==> src/rtl/uart_fifo_regs.sv <==
module uart_fifo_regs #(
  parameter int DEPTH = 64
) (
  input  logic        clk,
  input  logic        rst_n,
  input  logic        sel,
  input  logic        wr,
  input  logic [4:0]  addr,
  input  logic [31:0] wdata,
  output logic [31:0] rdata,
  output logic [7:0]  tx_data,
  output logic        tx_valid,
  input  logic        tx_ready,
  input  logic [7:0]  rx_data,
  input  logic        rx_ferr,
  input  logic        rx_brk,
  input  logic        rx_valid,
  input  logic        char_tick,
  input  logic        cts_in,
  output logic        rts_out,
  output logic        break_out,
  output logic [7:0]  rate_div,
  output logic        irq
);
  localparam int AW = $clog2(DEPTH);
  localparam int CW = AW + 1;
  localparam logic [CW-1:0] FULL = CW'(DEPTH);
  localparam logic [31:0] CTRL_MASK = 32'h003F_C1FF;

  logic [7:0]    tx_mem [DEPTH];
  logic [9:0]    rx_mem [DEPTH];
  logic [AW-1:0] tx_wp, tx_rp, rx_wp, rx_rp;
  logic [CW-1:0] tx_cnt, rx_cnt, tx_next;
  logic [31:0]   ctrl_q;
  logic [7:0]    rate_q;
  logic          req_q, fe_q, brk_q, ovr_q;
  logic [4:0]    idle_cnt;
  logic [CW-1:0] rx_trig_lvl, tx_trig_lvl, rts_lvl;
  logic [4:0]    tmo_lvl;

  wire [2:0] widx    = addr[4:2];
  wire acc_data      = sel && widx == 3'd0;
  wire wr_sts        = sel && wr && widx == 3'd2;
  wire tx_push       = acc_data && wr && tx_cnt != FULL;
  wire tx_pop        = tx_valid && tx_ready;
  wire rx_push       = rx_valid && rx_cnt != FULL;
  wire rx_pop        = acc_data && !wr && rx_cnt != 0;
  wire cts_ok        = !ctrl_q[14] || (cts_in ^ ctrl_q[15]);

  assign tx_valid  = tx_cnt != 0 && cts_ok && !ctrl_q[8];
  assign tx_data   = tx_mem[tx_rp];
  assign break_out = ctrl_q[8];
  assign rate_div  = rate_q;
  assign tx_next   = tx_cnt + CW'(tx_push) - CW'(tx_pop);

  always_comb begin
    case (ctrl_q[4:2])
      3'd0: rx_trig_lvl = CW'(1);
      3'd1: rx_trig_lvl = CW'(4);
      3'd2: rx_trig_lvl = CW'(8);
      3'd3: rx_trig_lvl = CW'(16);
      3'd4: rx_trig_lvl = CW'(32);
      default: rx_trig_lvl = CW'(48);
    endcase
    case (ctrl_q[1:0])
      2'd0: tx_trig_lvl = CW'(0);
      2'd1: tx_trig_lvl = CW'(4);
      2'd2: tx_trig_lvl = CW'(8);
      default: tx_trig_lvl = CW'(16);
    endcase
    case (ctrl_q[20:19])
      2'd0: rts_lvl = CW'(8);
      2'd1: rts_lvl = CW'(16);
      2'd2: rts_lvl = CW'(32);
      default: rts_lvl = CW'(48);
    endcase
    case (ctrl_q[17:16])
      2'd1: tmo_lvl = 5'd4;
      2'd2: tmo_lvl = 5'd8;
      default: tmo_lvl = 5'd16;
    endcase
  end

  wire rx_trig = rx_cnt >= rx_trig_lvl;
  wire tmo_hit = ctrl_q[17:16] != 2'd0 && rx_cnt != 0 && idle_cnt >= tmo_lvl;
  wire [6:0] sts = {1'b0, ovr_q, brk_q, fe_q, tmo_hit, rx_trig, req_q};

  assign rts_out = (!ctrl_q[18] || rx_cnt < rts_lvl) ^ ctrl_q[21];
  assign irq = (ctrl_q[5] && sts[0]) || (ctrl_q[6] && |sts[2:1]) ||
               (ctrl_q[7] && |sts[5:3]);

  always_comb begin
    case (widx)
      3'd0: rdata = rx_cnt == 0 ? 32'h100
                  : {21'd0, rx_mem[rx_rp][9:8], 1'b0, rx_mem[rx_rp][7:0]};
      3'd1: rdata = {16'd0, 8'(tx_cnt), 8'(rx_cnt)};
      3'd2: rdata = {25'd0, sts};
      3'd3: rdata = ctrl_q;
      3'd4: rdata = {24'd0, rate_q};
      default: rdata = 32'd0;
    endcase
  end

  always_ff @(posedge clk) begin
    if (tx_push) tx_mem[tx_wp] <= wdata[7:0];
    if (rx_push) rx_mem[rx_wp] <= {rx_brk, rx_ferr, rx_data};
  end

  always_ff @(posedge clk or negedge rst_n) begin
    if (!rst_n) begin
      tx_wp <= '0; tx_rp <= '0; tx_cnt <= '0;
      rx_wp <= '0; rx_rp <= '0; rx_cnt <= '0;
    end else begin
      if (tx_push) tx_wp <= tx_wp + 1'b1;
      if (tx_pop)  tx_rp <= tx_rp + 1'b1;
      if (rx_push) rx_wp <= rx_wp + 1'b1;
      if (rx_pop)  rx_rp <= rx_rp + 1'b1;
      tx_cnt <= tx_next;
      rx_cnt <= rx_cnt + CW'(rx_push) - CW'(rx_pop);
    end
  end

  always_ff @(posedge clk or negedge rst_n) begin
    if (!rst_n) begin
      ctrl_q <= '0;
      rate_q <= '0;
    end else if (sel && wr) begin
      if (widx == 3'd3) ctrl_q <= wdata & CTRL_MASK;
      if (widx == 3'd4) rate_q <= wdata[7:0];
    end
  end

  wire req_set = (tx_pop && tx_cnt > tx_trig_lvl && tx_next <= tx_trig_lvl) ||
                 (wr_sts && wdata[6]);
  wire fe_set  = rx_push && rx_ferr;
  wire brk_set = rx_push && rx_brk;
  wire ovr_set = rx_valid && rx_cnt == FULL;

  always_ff @(posedge clk or negedge rst_n) begin
    if (!rst_n) begin
      req_q <= 1'b0; fe_q <= 1'b0; brk_q <= 1'b0; ovr_q <= 1'b0;
    end else begin
      req_q <= req_set || (req_q && !(wr_sts && wdata[0]));
      fe_q  <= fe_set  || (fe_q  && !(wr_sts && wdata[3]));
      brk_q <= brk_set || (brk_q && !(wr_sts && wdata[4]));
      ovr_q <= ovr_set || (ovr_q && !(wr_sts && wdata[5]));
    end
  end

  always_ff @(posedge clk or negedge rst_n) begin
    if (!rst_n)
      idle_cnt <= '0;
    else if (rx_valid || rx_pop || rx_cnt == 0)
      idle_cnt <= '0;
    else if (char_tick && idle_cnt != 5'd16)
      idle_cnt <= idle_cnt + 1'b1;
  end
endmodule


==> config.mk <==
export PLATFORM = sky130hd
export DESIGN_NAME = uart_fifo_regs
export DESIGN_NICKNAME = d
export VERILOG_FILES = /design/src/rtl/uart_fifo_regs.sv
export SDC_FILE = /design/constraint.sdc
export NUM_CORES = 1
export LEC_CHECK = 0
export ABC_CLOCK_PERIOD_IN_PS = 3650
export BUFFER_PORTS_ARGS = -buffer_cell sky130_fd_sc_hd__buf_2
export CORE_MARGIN = 2
export CORE_UTILIZATION = 50
export DETAILED_ROUTE_END_ITERATION = 12
export HOLD_SLACK_MARGIN = 0.06
export PLACE_DENSITY = 0.68
export REMOVE_ABC_BUFFERS = 1
export SETUP_SLACK_MARGIN = 0.5
export SYNTH_ARGS = -nofsm -noshare
export SYNTH_HDL_FRONTEND = slang
export SYNTH_SLANG_ARGS = --single-unit
==> constraint.sdc <==
create_clock -name clk -period 3.65 [get_ports clk]
set_input_delay 0.365 -clock clk [delete_from_list [all_inputs] [get_ports clk]]
set_output_delay 0.365 -clock clk [all_outputs]
set_load 0.02 [all_outputs]
# --- Word level (Yosys, flattened, before mapping) ---
# Memories as Yosys holds them, arrays and structs flattened.
# Cells that the tools add are included.
totals:
  reg_bits: 72
  latch_bits: 0
  ram_bits: 1152
  mem_bits_ro: 0
  output_inout_bits: 52
  mem_count: 2
memory_table:
  columns: ["memory", "words", "word_bits", "rd", "rd_clocked_by_memory_dff", "write_ports", "line", "source"]
  rows:
  - ["rx_mem", 64, 10, 1, 0, 1, "31", "logic [9:0] rx_mem [DEPTH];"]
  - ["tx_mem", 64, 8, 1, 0, 1, "30", "logic [7:0] tx_mem [DEPTH];"]
op_classes:
  add_sub_neg: 9
  multipliers: 0
  div: 0
  order_cmp: 5
  n_eq_ne: 18
  shifts: 0
  muxes: 12
  bitwise_logic: 2
  n_reduce_logical: 63
ops:
  columns: ["operator", "n"]
  rows:
  - ["$pmux W22 S5", 1]
  - ["$logic_and A1 B1 Y1", 31]
  - ["$pmux W6 S5", 1]
  - ["$add A6 B1 Y6 const B", 4]
  - ["$pmux W6 S3", 1]
  - ["$pmux W5 S3", 1]
  - ["$add A7 B1 Y7", 2]
  - ["$ne A7 B7 Y1 const B", 2]
  - ["$reduce_bool A7 Y1", 2]
  - ["$sub A7 B1 Y7", 2]
  - ["$eq A3 B2 Y1 const B", 4]
  - ["$logic_or A1 B1 Y1", 11]
  - ["$mux W11", 1]
  - ["$mux W5", 2]
  - ["$pmux W5 S2", 1]
  - ["$logic_not A1 Y1", 8]
  - ["$eq A7 B7 Y1 const B", 1]
  - ["$ge A7 B7 Y1", 1]
  - ["$gt A7 B7 Y1", 1]
  - ["$le A7 B7 Y1", 1]
  - ["$logic_not A7 Y1", 1]
  - ["$lt A7 B7 Y1", 1]
  - ["$eq A2 B1 Y1 const B", 3]
  - ["$eq A2 B2 Y1 const B", 3]
  - ["other kinds (13)", 23]

# --- Depth between registers and ports, before layout ---
# Gate-level depths: netlist of the first run.
logic_depth:
  word_depth: 10
  mapped_depth: 18

# --- Worst setup path after synthesis of the first run ---
# No wires, ideal clock.
synth_path:
  path_kind: "in2reg"
  start: "in addr[2]"
  end: "reg req_q"
  setup_time_ns: 0.095
  arrival_ns: 3.572
  required_ns: 3.555
  setup_slack_ns: -0.018
  stages: 17
  path_cell_list: "clkbuf_1 > or3_1 > clkbuf_1 > nor3_2 > inv_1 > ha_1 > inv_1 > ha_1 > fa_1 > a21oi_1 > o21bai_1 > xor2_1 > ha_1 > o21a_1 > o21ai_0 > nand4_1 > o31ai_1"
synth_via:
  elab_chain_len: 10
  word_cells_on_any_way: 16
  classes_between: "add/sub: 2; order compare: 1; eq/ne: 1; reduce/logical: 12"
synth_lines:
  columns: ["item", "line", "source"]
  rows:
  - ["start, declared", "8", "input logic [4:0] addr,"]
  - ["$logic_not A3 Y1", "42", "wire acc_data = sel && widx == 3'd0;"]
  - ["$logic_and A1 B1 Y1", "42", null]
  - ["$logic_and A1 B1 Y1 (2 in a row)", "44", "wire tx_push = acc_data && wr && tx_cnt != FULL;"]
  - ["$add A7 B1 Y7", "54", "assign tx_next = tx_cnt + CW'(tx_push) - CW'(tx_pop);"]
  - ["$sub A7 B1 Y7", "54", null]
  - ["via tx_next[4]", "33", "logic [CW-1:0] tx_cnt, rx_cnt, tx_next;"]
  - ["$le A7 B7 Y1", "133", "wire req_set = (tx_pop && tx_cnt > tx_trig_lvl && tx_next <= tx_trig_lvl) ||"]
  - ["$logic_and A1 B1 Y1", "133", null]
  - ["$logic_or A1 B1 Y1", "133", null]
  - ["$logic_or A1 B1 Y1", "143", "req_q <= req_set || (req_q && !(wr_sts && wdata[0]));"]
  - ["end signal, assigned", "143", null]
  - ["end, declared", "36", "logic req_q, fe_q, brk_q, ovr_q;"]
# The timed path passes the listed nets, and every way through them passes these cells.
# A chain may end at the register's enable or synchronous reset.

# --- Worst setup path after layout of the first run ---
layout_path:
  start: "reg rx_rp[0]"
  end: "out rdata[1]"
layout_via:
  elab_chain_len: 3
layout_lines:
  columns: ["item", "line", "source"]
  rows:
  - ["start, declared", "32", "logic [AW-1:0] tx_wp, tx_rp, rx_wp, rx_rp;"]
  - ["start signal, assigned", "117", "if (rx_pop) rx_rp <= rx_rp + 1'b1;"]
  - ["$mem_v2 Z64 W10", null, null]
  - ["$mux W11", "94", "3'd0: rdata = rx_cnt == 0 ? 32'h100"]
  - ["$pmux W22 S5", "93", "case (widx)"]
  - ["end, declared", "10", "output logic [31:0] rdata,"]
# Every way passes these cells.

==> results_dict.tcl, run 1 <==
set metrics [dict create \
    status "complete, but fails checks" \
    violations "setup timing" \
    setup_violations 7 \
    synth_top_area_share_pct 70.78 \
    p_leak_uw 0.01960 \
    grt_setup_unrepaired "true" \
    switchingPower_uw 12510 \
    h-tree-depth 3 \
    p_int_uw 30100 \
    synth_top_area_cell "edfxtp_1" \
    drive_gt1_share_pct 36.25 \
    dp_cells 3868 \
    die_area_um2 100300 \
    clock-root-buffer "clkbuf_16" \
    fin_skew_ns 0.04583 \
    grt_remaining_overflow 0 \
    dr.pass1.iters 7 \
    synth.lib_cells_used.distinct 67 \
    yosys-top-cells-count "edfxtp_1, mux4_2, nor2_1, mux2i_1, dfrtp_1" \
    cp-end-kind "primary output" \
    synth.most_common_cell "edfxtp_1" \
    grt_pass1_wl_um 172900 \
    worstHoldPathType "primary input to register" \
    drt_iter0_markers 2725 \
    ys_ff_latch 1224 \
    insertion_delay_ns 0.72 \
    r2r_slack_ns 0.33 \
    io_pins 107 \
    stdcell_count 4244 \
    ys_seq_area_share_pct 74.47 \
    final_area_um2 58550 \
    path_class "register to primary output" \
    ys_warn_count 0 \
    vias_per_cell 6.022 \
    antennaDiodeCount 0 \
    detail-route-antenna-nets 0 \
    grt_use_met3_pct 3.702 \
    vias 25560 \
    grt_max_degree 65 \
    yosys_most_used_dff "edfxtp_1" \
    synth_area_per_cell_um2 19.98 \
    path_clk_slew_ns 0.06 \
    required_ns 3.28 \
    die_h_um 316.6 \
    p_comb_share_pct 32.9 \
    synth_area_leaders "edfxtp_1, mux4_2, dfrtp_1" \
    power_frac_clock_pct 28.5 \
    fmax_ghz 0.2634 \
    fin_crit_sh_pct 104.0 \
    use_met1_pct 32.51 \
    drc 0 \
    wl_um 117600 \
    antenna_found_initial 4 \
    grt-busiest-layer "met2" \
    swShare_pct 29.35 \
    core-area_um2 96850 \
    cp_common_cell "buf_6" \
    p_seq_share_pct 38.5 \
    cts-buffers-inserted 117 \
    placed_cell_area_um2 51820 \
    synth_edf_count 1152 \
    drv_slew 0 \
    period_minus_slack_ns 3.796 \
    arrival_ns 3.43 \
    maxCapViolCount 0 \
    nets 2970 \
    grt_pass1_vias 26090 \
    cp_max_fo 5 \
    grt_use_met2_pct 38.61 \
    maxSlewHeadroom_pct 13.66 \
    worst_slew_pin_slew_ns 1.295 \
    place.gp.congestion 0.8558 \
    cts_buffer_depth 3 \
    ys_async_sr_fraction_pct 5.882 \
    gr-usage-all-layers_pct 23.59 \
    syn_inst 2446 \
    io_buffers 79 \
    dp_hpwl_um 70850 \
    crit_chain "buf_12 -> buf_6 -> mux4_2 -> mux2i_4 -> nor2_2 -> a2111oi_4 -> nor3b_2 -> or4_4 -> buf_6" \
    p_per_area_nw_per_um2 727.6 \
    die_width_um 316.6 \
    max_stage_delay_ns 0.58 \
    critPathSlowestCell "or4_4" \
    ir_drop_mv 0.4699 \
    syn_to_final_growth_pct 19.81 \
    avgRoutedWirePerCell_um 27.70 \
    worstSetupStartpointType "register" \
    final-hold-violation-count 0 \
    tritoncts "built" \
    syn_area_um2 48870 \
    start_util_pct 50.46 \
    num_rows 114 \
    cts_sinks 1224 \
    num-fill-cells 6592 \
    finalWorstSetupSlack_ns -0.1464 \
    dpl_worst_slack_ns 0.08186 \
]
==> power by group through the flow <==
stage	logic, uW	clock network (uW)	registers, uW
2_1_floorplan	5980	0	17500
3_3_place_gp	10300	0	16800
3_5_place_dp	10400	0	16800
4_1_cts	13000	12300	16400
5_1_grt	14700	12900	16500
6_report	14000	12100	16400
==> kinds of logic after synthesis <==
family / Yosys count / synth area share, %
xor+xnor: 36 / 0.6451
flops: 1224 / 74.47
other cells: 1 / 0.007673
buf+inv: 174 / 1.759
mux: 413 / 15.70
compound gates: 203 / 2.857
fa+ha+maj: 46 / 1.208
simple gates: 349 / 3.354
==> final cells by class <==
class	instances	area, um^2	share of cell area, %
clock inverter	65	720.7	1.231
sequential	1224	36420	62.20
timing repair buffer	435	4065	6.942
tap	1276	1597	2.727
multi-input combinational	1057	12460	21.27
clock buffer	153	3164	5.404
inverter	34	132.6	0.2265
==> worst paths after layout <==
check | startpoint | endpoint | cells past startpoint
max reg2reg | tx_cnt[3] | req_q | 16
max in group asynchronous | rst_n | rx_cnt[4] | 3
min reg2reg | ovr_q | ovr_q | 1
min | rx_data[7] | rx_mem[6][7] | 1
min in group asynchronous | rst_n | rx_rp[4] | 2
max | rx_rp[0] | rdata[1] | 9
==> metal layers <==
metal	vias up	share of wire (%)
li1	10840	-
met1	13430	40
met2	1062	50
met3	221	6.2
met4	4	3.2
met5	-	0.022
==> registers in the layout, summed over array words and instances (netlist names) <==
signal    count
brk_q         1
ctrl_q       17
fe_q          1
idle_cnt      5
ovr_q         1
rate_div      8
req_q         1
rx_cnt        7
rx_mem      640
rx_rp         6
rx_wp         6
tx_cnt        7
tx_mem      512
tx_rp         6
tx_wp         6
==> timing repair <==
item                                    CTS  global route
hold endpoints to repair                 56             0
hold buffers                             13             0
endpoints found under the setup margin   23           179
setup buffers                            73            58
pin swaps                                65            56
gates cloned                             13             1
resized for setup                       219            95
==> worst max-delay path, delay by kind of cell, from the launching register on <==
kind / cells / cell delay (ns)
flops: 1 / 0.49
simple gates: 3 / 0.79
mux: 2 / 0.75
compound gates: 1 / 0.24
buf+inv: 3 / 0.44
==> layout by cell type (no fill, tap or decap), types with 25 or more instances in the layout <==
master	instances
dfrtp_1	60
mux2_2	29
edfxtp_1	1152
buf_4	275
ha_1	38
clkbuf_1	27
buf_2	61
mux2i_1	90
nor2_1	142
clkbuf_16	119
clkinv_2	26
nand2_1	54
a21oi_1	25
mux4_2	278
buf_6	37
==> through the flow <==
| stage | total power (uW) | hold WS, ns | util (%) | setup TNS (ns) |
|---|---|---|---|---|
| 2_1_floorplan | 23470 | 0.06941 | - | -113.24 |
| 3_3_place_gp | 27040 | 0.4060 | 53.50 | 0 |
| 3_5_place_dp | 27230 | 0.4246 | 53.50 | 0 |
| 4_1_cts | 41710 | 0.1436 | 59.58 | -0.5198 |
| 5_1_grt | 44090 | 0.1773 | 60.46 | -0.9714 |
| 6_report | 42600 | 0.1772 | 60.46 | -0.4771 |
Note: power is estimated with default switching activity, not from simulation.
==> inputs of run 2 (changes only) <==
CORE_UTILIZATION = 56   (was 50)
PLACE_DENSITY = 0.75   (was 0.68)
RECOVER_POWER = 25   (was not set)
==> results_dict.tcl, run 2 (synthesis results as in run 1) <==
set metrics [dict create \
    insertion_delay_ns 0.70 \
    hold-worst-slack_ns 0.2473 \
    io_buffers 79 \
    start_util_pct 56.42 \
    multi_input_area_um2 12630 \
    path_class "register to primary output" \
    tritoncts "built" \
    drt_iter0_markers 2946 \
    wl_um 118500 \
    vias 25950 \
    cts-buffers-inserted 115 \
    clock-root-buffer "clkbuf_16" \
    avgRoutedWirePerCell_um 29.17 \
    violations "capacitance limit, slew limit, setup timing" \
    setup_violations 2 \
    num_rows 108 \
    status "complete, but fails checks" \
    max_stage_delay_ns 0.56 \
    mostFrequentLayoutCells "edfxtp_1, mux4_2, buf_4" \
    worstHoldPathType "primary input to register" \
    grt_remaining_overflow 0 \
    antennaDiodeCount 0 \
    gr-usage-all-layers_pct 26.27 \
    maxSlewHeadroom_pct -103.6 \
    worstSetupStartpointType "register" \
    arrival_ns 3.35 \
    period_minus_slack_ns 3.717 \
    drc 0 \
    dp_hpwl_um 68280 \
    critPathSlowestCell "dfrtp_4" \
    io_pins 107 \
    vias_per_cell 6.385 \
    finalWorstSetupSlack_ns -0.06692 \
    power_uw 41840 \
    p_leak_uw 0.01915 \
    regMostFlops "rx_mem" \
    p_per_area_nw_per_um2 722.8 \
    maxCapViolCount 16 \
    worst_slew_pin_slew_ns 3.054 \
    drv_slew 790 \
    fin_skew_ns 0.02755 \
    antenna_found_initial 0 \
    top_regs "rx_mem x640, tx_mem x512, ctrl_q x17" \
    grt_setup_unrepaired "true" \
    die_width_um 299.4 \
    ff_latch_area_um2 36420 \
    cts_sinks 1224 \
    h-tree-depth 3 \
    core-area_um2 86620 \
    fmax_ghz 0.2690 \
    detail-route-antenna-nets 0 \
    fin_crit_sh_pct 101.8 \
    crit_chain "buf_12 -> buf_16 -> buf_4 -> buf_8 -> mux2i_1 -> o221ai_1 -> a21oi_1 -> o21ai_1 -> nand3_1 -> nand2_1 -> buf_6" \
    ir_drop_mv 0.5743 \
    die_h_um 299.4 \
    layout_commonest_cell "edfxtp_1" \
    nets 2916 \
    place.gp.congestion 0.8545 \
    grt_max_degree 73 \
    largest_reg_flops 640 \
    drive_gt1_share_pct 35.03 \
    cp-end-kind "primary output" \
    cp_max_fo 12 \
    dr.pass1.iters 6 \
    final-hold-violation-count 0 \
    die_area_um2 89650 \
    syn_to_final_growth_pct 18.44 \
    required_ns 3.28 \
    grt_pass1_vias 26570 \
    path_clk_slew_ns 0.06 \
    grt_pass1_wl_um 173200 \
    num-fill-cells 5177 \
    cts_buffer_depth 3 \
]
## run 2: changes by cell type in the layout (fill, tap and decap cells not counted), sizes merged
| cell | delta |
|---|---|
| inv | +1 |
| clkinv | +3 |
| bufinv | -5 |
| buf | -70 |
| bufbuf | -3 |
| clkinvlp | +1 |
| dlygate4sd3 | -1 |
| clkbuf | +15 |
## run 2: routing by layer
metal / routed length [um] / vias to the layer above / global-route usage, %
met5: 0 / - / 0
met4: 4873 / 0 / 10.79
met3: 9600 / 280 / 4.131
met2: 61080 / 1446 / 44.17
met1: 43000 / 13510 / 34.74
li1: - / 10720 / -
## run 2: metrics by stage
stage	setup slack, ns	std cells	setup TNS, ns	instance area, um^2	util, %
3_3_place_gp	0.1008	3728	0	51560	59.53
2_1_floorplan	-5.457	2315	-113.24	48180	-
4_1_cts	-0.02402	4038	-0.04517	57350	66.21
5_1_grt	-0.09716	4064	-0.2911	57880	66.83
3_5_place_dp	0.05184	3728	0	51560	59.53
6_report	-0.06692	4064	-0.1023	57880	66.83
## run 2: timing repair
action / in CTS / in global routing
hold buffers: 12 / 0
setup buffers: 74 / 23
cloned: 13 / 3
endpoints found under the setup margin: 55 / 319
gates resized for setup: 247 / 84
endpoints found under the hold margin: 83 / 0
pin swaps: 79 / 40
## run 2: layout make-up
type	instances	share of cell area (%)
clock buffers	146	5.313
clock inverters	65	0.9511
inverters	34	0.2248
multi-input cells	1057	21.82
flip-flops and latches	1224	62.92
well taps	1155	2.497
repair buffers	383	6.273
## run 2: worst paths after layout
check,slack (ns),cells after the start,start,end
setup / recovery,-0.07,11,rx_rp[0],rdata[4]
hold / removal,0.25,5,wr,rx_rp[3]
setup reg to reg,0.37,16,tx_cnt[4],req_q
hold reg to reg,0.55,1,ctrl_q[7],ctrl_q[7]
max in group asynchronous,2.38,2,rst_n,tx_rp[1]
min in group asynchronous,0.41,2,rst_n,rx_cnt[0]
## run 2: worst max-delay path: cells and delay by family (launching register included)
family          cells  cell delay, ns
compound gates      3            0.79
buf+inv             5            0.77
flops               1            0.56
simple gates        2            0.29
mux                 1            0.24
## run 2: where the power goes
group / leakage (uW) / total, uW / switching [uW] / internal [uW]
logic: 0.00615 / 13800 / 6760 / 6990
clock network: 0.00178 / 11600 / 5070 / 6500
registers: 0.0112 / 16500 / 585 / 15900
==> inputs of run 3 (changes only) <==
==> constraint.sdc (replaced) <==
create_clock -name clk -period 3.65 [get_ports clk]
set_input_delay 0.73 -clock clk [delete_from_list [all_inputs] [get_ports clk]]
set_output_delay 0.73 -clock clk [all_outputs]
set_load 0.02 [all_outputs]
==> results_dict.tcl, run 3 (synthesis results as in run 1) <==
set metrics [dict create \
    r2r_start "rx_cnt[4]" \
    violations "capacitance limit, slew limit, setup timing" \
    worstHoldPathType "primary input to register" \
    required_ns 2.92 \
    h-tree-depth 3 \
    ir_drop_mv 0.6101 \
    antennaDiodeCount 0 \
    fin_skew_ns 0.04088 \
    dp_hpwl_um 69090 \
    final-hold-violation-count 0 \
    vias_per_cell 6.444 \
    grt_use_met2_pct 46.33 \
    largest_reg_flops 640 \
    worstSetupStartpointType "register" \
    dr.pass1.iters 6 \
    antenna_found_initial 0 \
    mostFrequentLayoutCells "edfxtp_1, mux4_2, buf_4" \
    fin_crit_sh_pct 111.8 \
    path_clk_slew_ns 0.06 \
    insertion_delay_ns 0.71 \
    worst_slew_pin_slew_ns 3.039 \
    core-area_um2 86620 \
    place.gp.congestion 0.8585 \
    top_regs "rx_mem x640, tx_mem x512, ctrl_q x17" \
    cts-buffers-inserted 116 \
    p_seq_share_pct 38.3 \
    cts_sinks 1224 \
    setup_violations 19 \
    cp_common_cell "buf_6" \
    fmax_ghz 0.2450 \
    p_comb_share_pct 33.1 \
    nets 2947 \
    regMostFlops "rx_mem" \
    avgRoutedWirePerCell_um 29.56 \
    power_frac_clock_pct 28.6 \
    max_stage_delay_ns 0.56 \
    num-fill-cells 5118 \
    crit_chain "buf_6 -> buf_12 -> mux4_2 -> mux2i_4 -> nor2_2 -> a2111oi_4 -> nor3b_2 -> or4_4 -> buf_6" \
    period_minus_slack_ns 4.082 \
    critPathSlowestCell "or4_4" \
    start_util_pct 56.42 \
    clock-root-buffer "clkbuf_16" \
    syn_to_final_growth_pct 19.74 \
    switchingPower_uw 12780 \
    grt_remaining_overflow 0 \
    use_met1_pct 35.40 \
    p_int_uw 30250 \
    detail-route-antenna-nets 0 \
    path_class "register to primary output" \
    layout_commonest_cell "edfxtp_1" \
    swShare_pct 29.69 \
    drt_iter0_markers 3237 \
    maxCapViolCount 15 \
    p_per_area_nw_per_um2 735.2 \
    arrival_ns 3.35 \
    maxSlewHeadroom_pct -102.6 \
    die_area_um2 89650 \
    grt_pass1_wl_um 179000 \
    cp_max_fo 6 \
    gr-usage-all-layers_pct 27.13 \
    grt_pass1_vias 26910 \
    grt-busiest-layer "met2" \
    finalWorstSetupSlack_ns -0.4322 \
    io_buffers 79 \
    dpl_worst_slack_ns -0.3397 \
    cts_buffer_depth 3 \
    die_width_um 299.4 \
    vias 26410 \
    grt_max_degree 67 \
    io_pins 107 \
    drc 0 \
    wl_um 121200 \
    setup.worst_path.start "rx_rp[0]" \
    grt_use_met3_pct 4.204 \
    finalSetupTns_ns -5.078 \
    cp-end-kind "primary output" \
    grt_setup_unrepaired "true" \
    worstHoldStart "wdata[17]" \
    status "complete, but fails checks" \
    die_h_um 299.4 \
    ff_latch_area_um2 36410 \
    num_rows 108 \
    multi_input_area_um2 12740 \
    tritoncts "built" \
    p_leak_uw 0.01945 \
    ctsHoldBuffers 0 \
    drive_gt1_share_pct 37.24 \
    drv_slew 700 \
]
-- run 3: changes by cell type in the layout (fill, tap and decap cells not counted), sizes merged --
cell | before | now
clkinv | 50 | 43
inv | 37 | 35
bufinv | 8 | 14
clkbuf | 169 | 173
clkinvlp | 4 | 5
buf | 347 | 391
dlygate4sd3 | 12 | 0
-- run 3: routing by layer --
metal | part of all wire, % | up-vias | routed length, um
met5 | 0 | - | 0
met4 | 4.3 | 0 | 5268
met3 | 8.1 | 311 | 9815
met2 | 52 | 1543 | 62870
met1 | 36 | 13790 | 43200
li1 | - | 10770 | -
-- run 3: final cells by class --
class / instances / area share (%)
clock inverters: 63 / 1.227
inverters: 34 / 0.2181
flip-flops and latches: 1224 / 62.22
repair buffers: 413 / 6.679
clock buffers: 152 / 5.416
multi-input cells: 1057 / 21.77
well taps: 1155 / 2.469
-- run 3: worst paths after layout --
path | end | slack (ns) | cells after the start
worst max-delay path | rdata[1] | -0.43 | 9
worst min-delay path | ctrl_q[17] | 0.25 | 3
worst max register to register | rx_cnt[6] | 0.24 | 20
worst min register to register | rx_rp[5] | 0.51 | 1
max in group asynchronous | ctrl_q[19] | 1.61 | 2
min in group asynchronous | rx_cnt[3] | 0.45 | 1
-- run 3: power groups by stage --
stage	clock network, uW	logic [uW]	registers, uW
global placement	0	10300	16700
detailed placement	0	10600	16800
CTS	12300	13200	16400
global route	12900	14900	16500
finish	12300	14200	16500
floorplan	0	5980	17500
-- run 3: critical path: cells and delay by family (launching register included) --
| kind | cells | cell delay, ns |
|---|---|---|
| AOI/OAI and AO/OA | 1 | 0.32 |
| buffers and inverters | 3 | 0.43 |
| DFF | 1 | 0.51 |
| muxes | 2 | 0.66 |
| and+or+nand+nor | 3 | 0.75 |
-- run 3: timing repair --
item | in CTS | in global routing
pin swaps | 73 | 57
resized for setup | 265 | 117
setup buffers | 81 | 27
endpoints found under the hold margin | 0 | 0
cloned | 15 | 1
setup endpoints to repair | 301 | 455
-- run 3: metrics by stage --
stage | utilization [%] | hold WS (ns) | power (uW) | instances | area (um^2)
2_1_floorplan | - | 0.4344 | 23470 | 2315 | 48180
3_3_place_gp | 59.87 | 0.5045 | 27060 | 3759 | 51860
3_5_place_dp | 59.87 | 0.5136 | 27350 | 3759 | 51860
4_1_cts | 66.72 | 0.1438 | 41930 | 4070 | 57790
5_1_grt | 67.56 | 0.2571 | 44330 | 4098 | 58520
6_report | 67.56 | 0.2508 | 43020 | 4098 | 58520
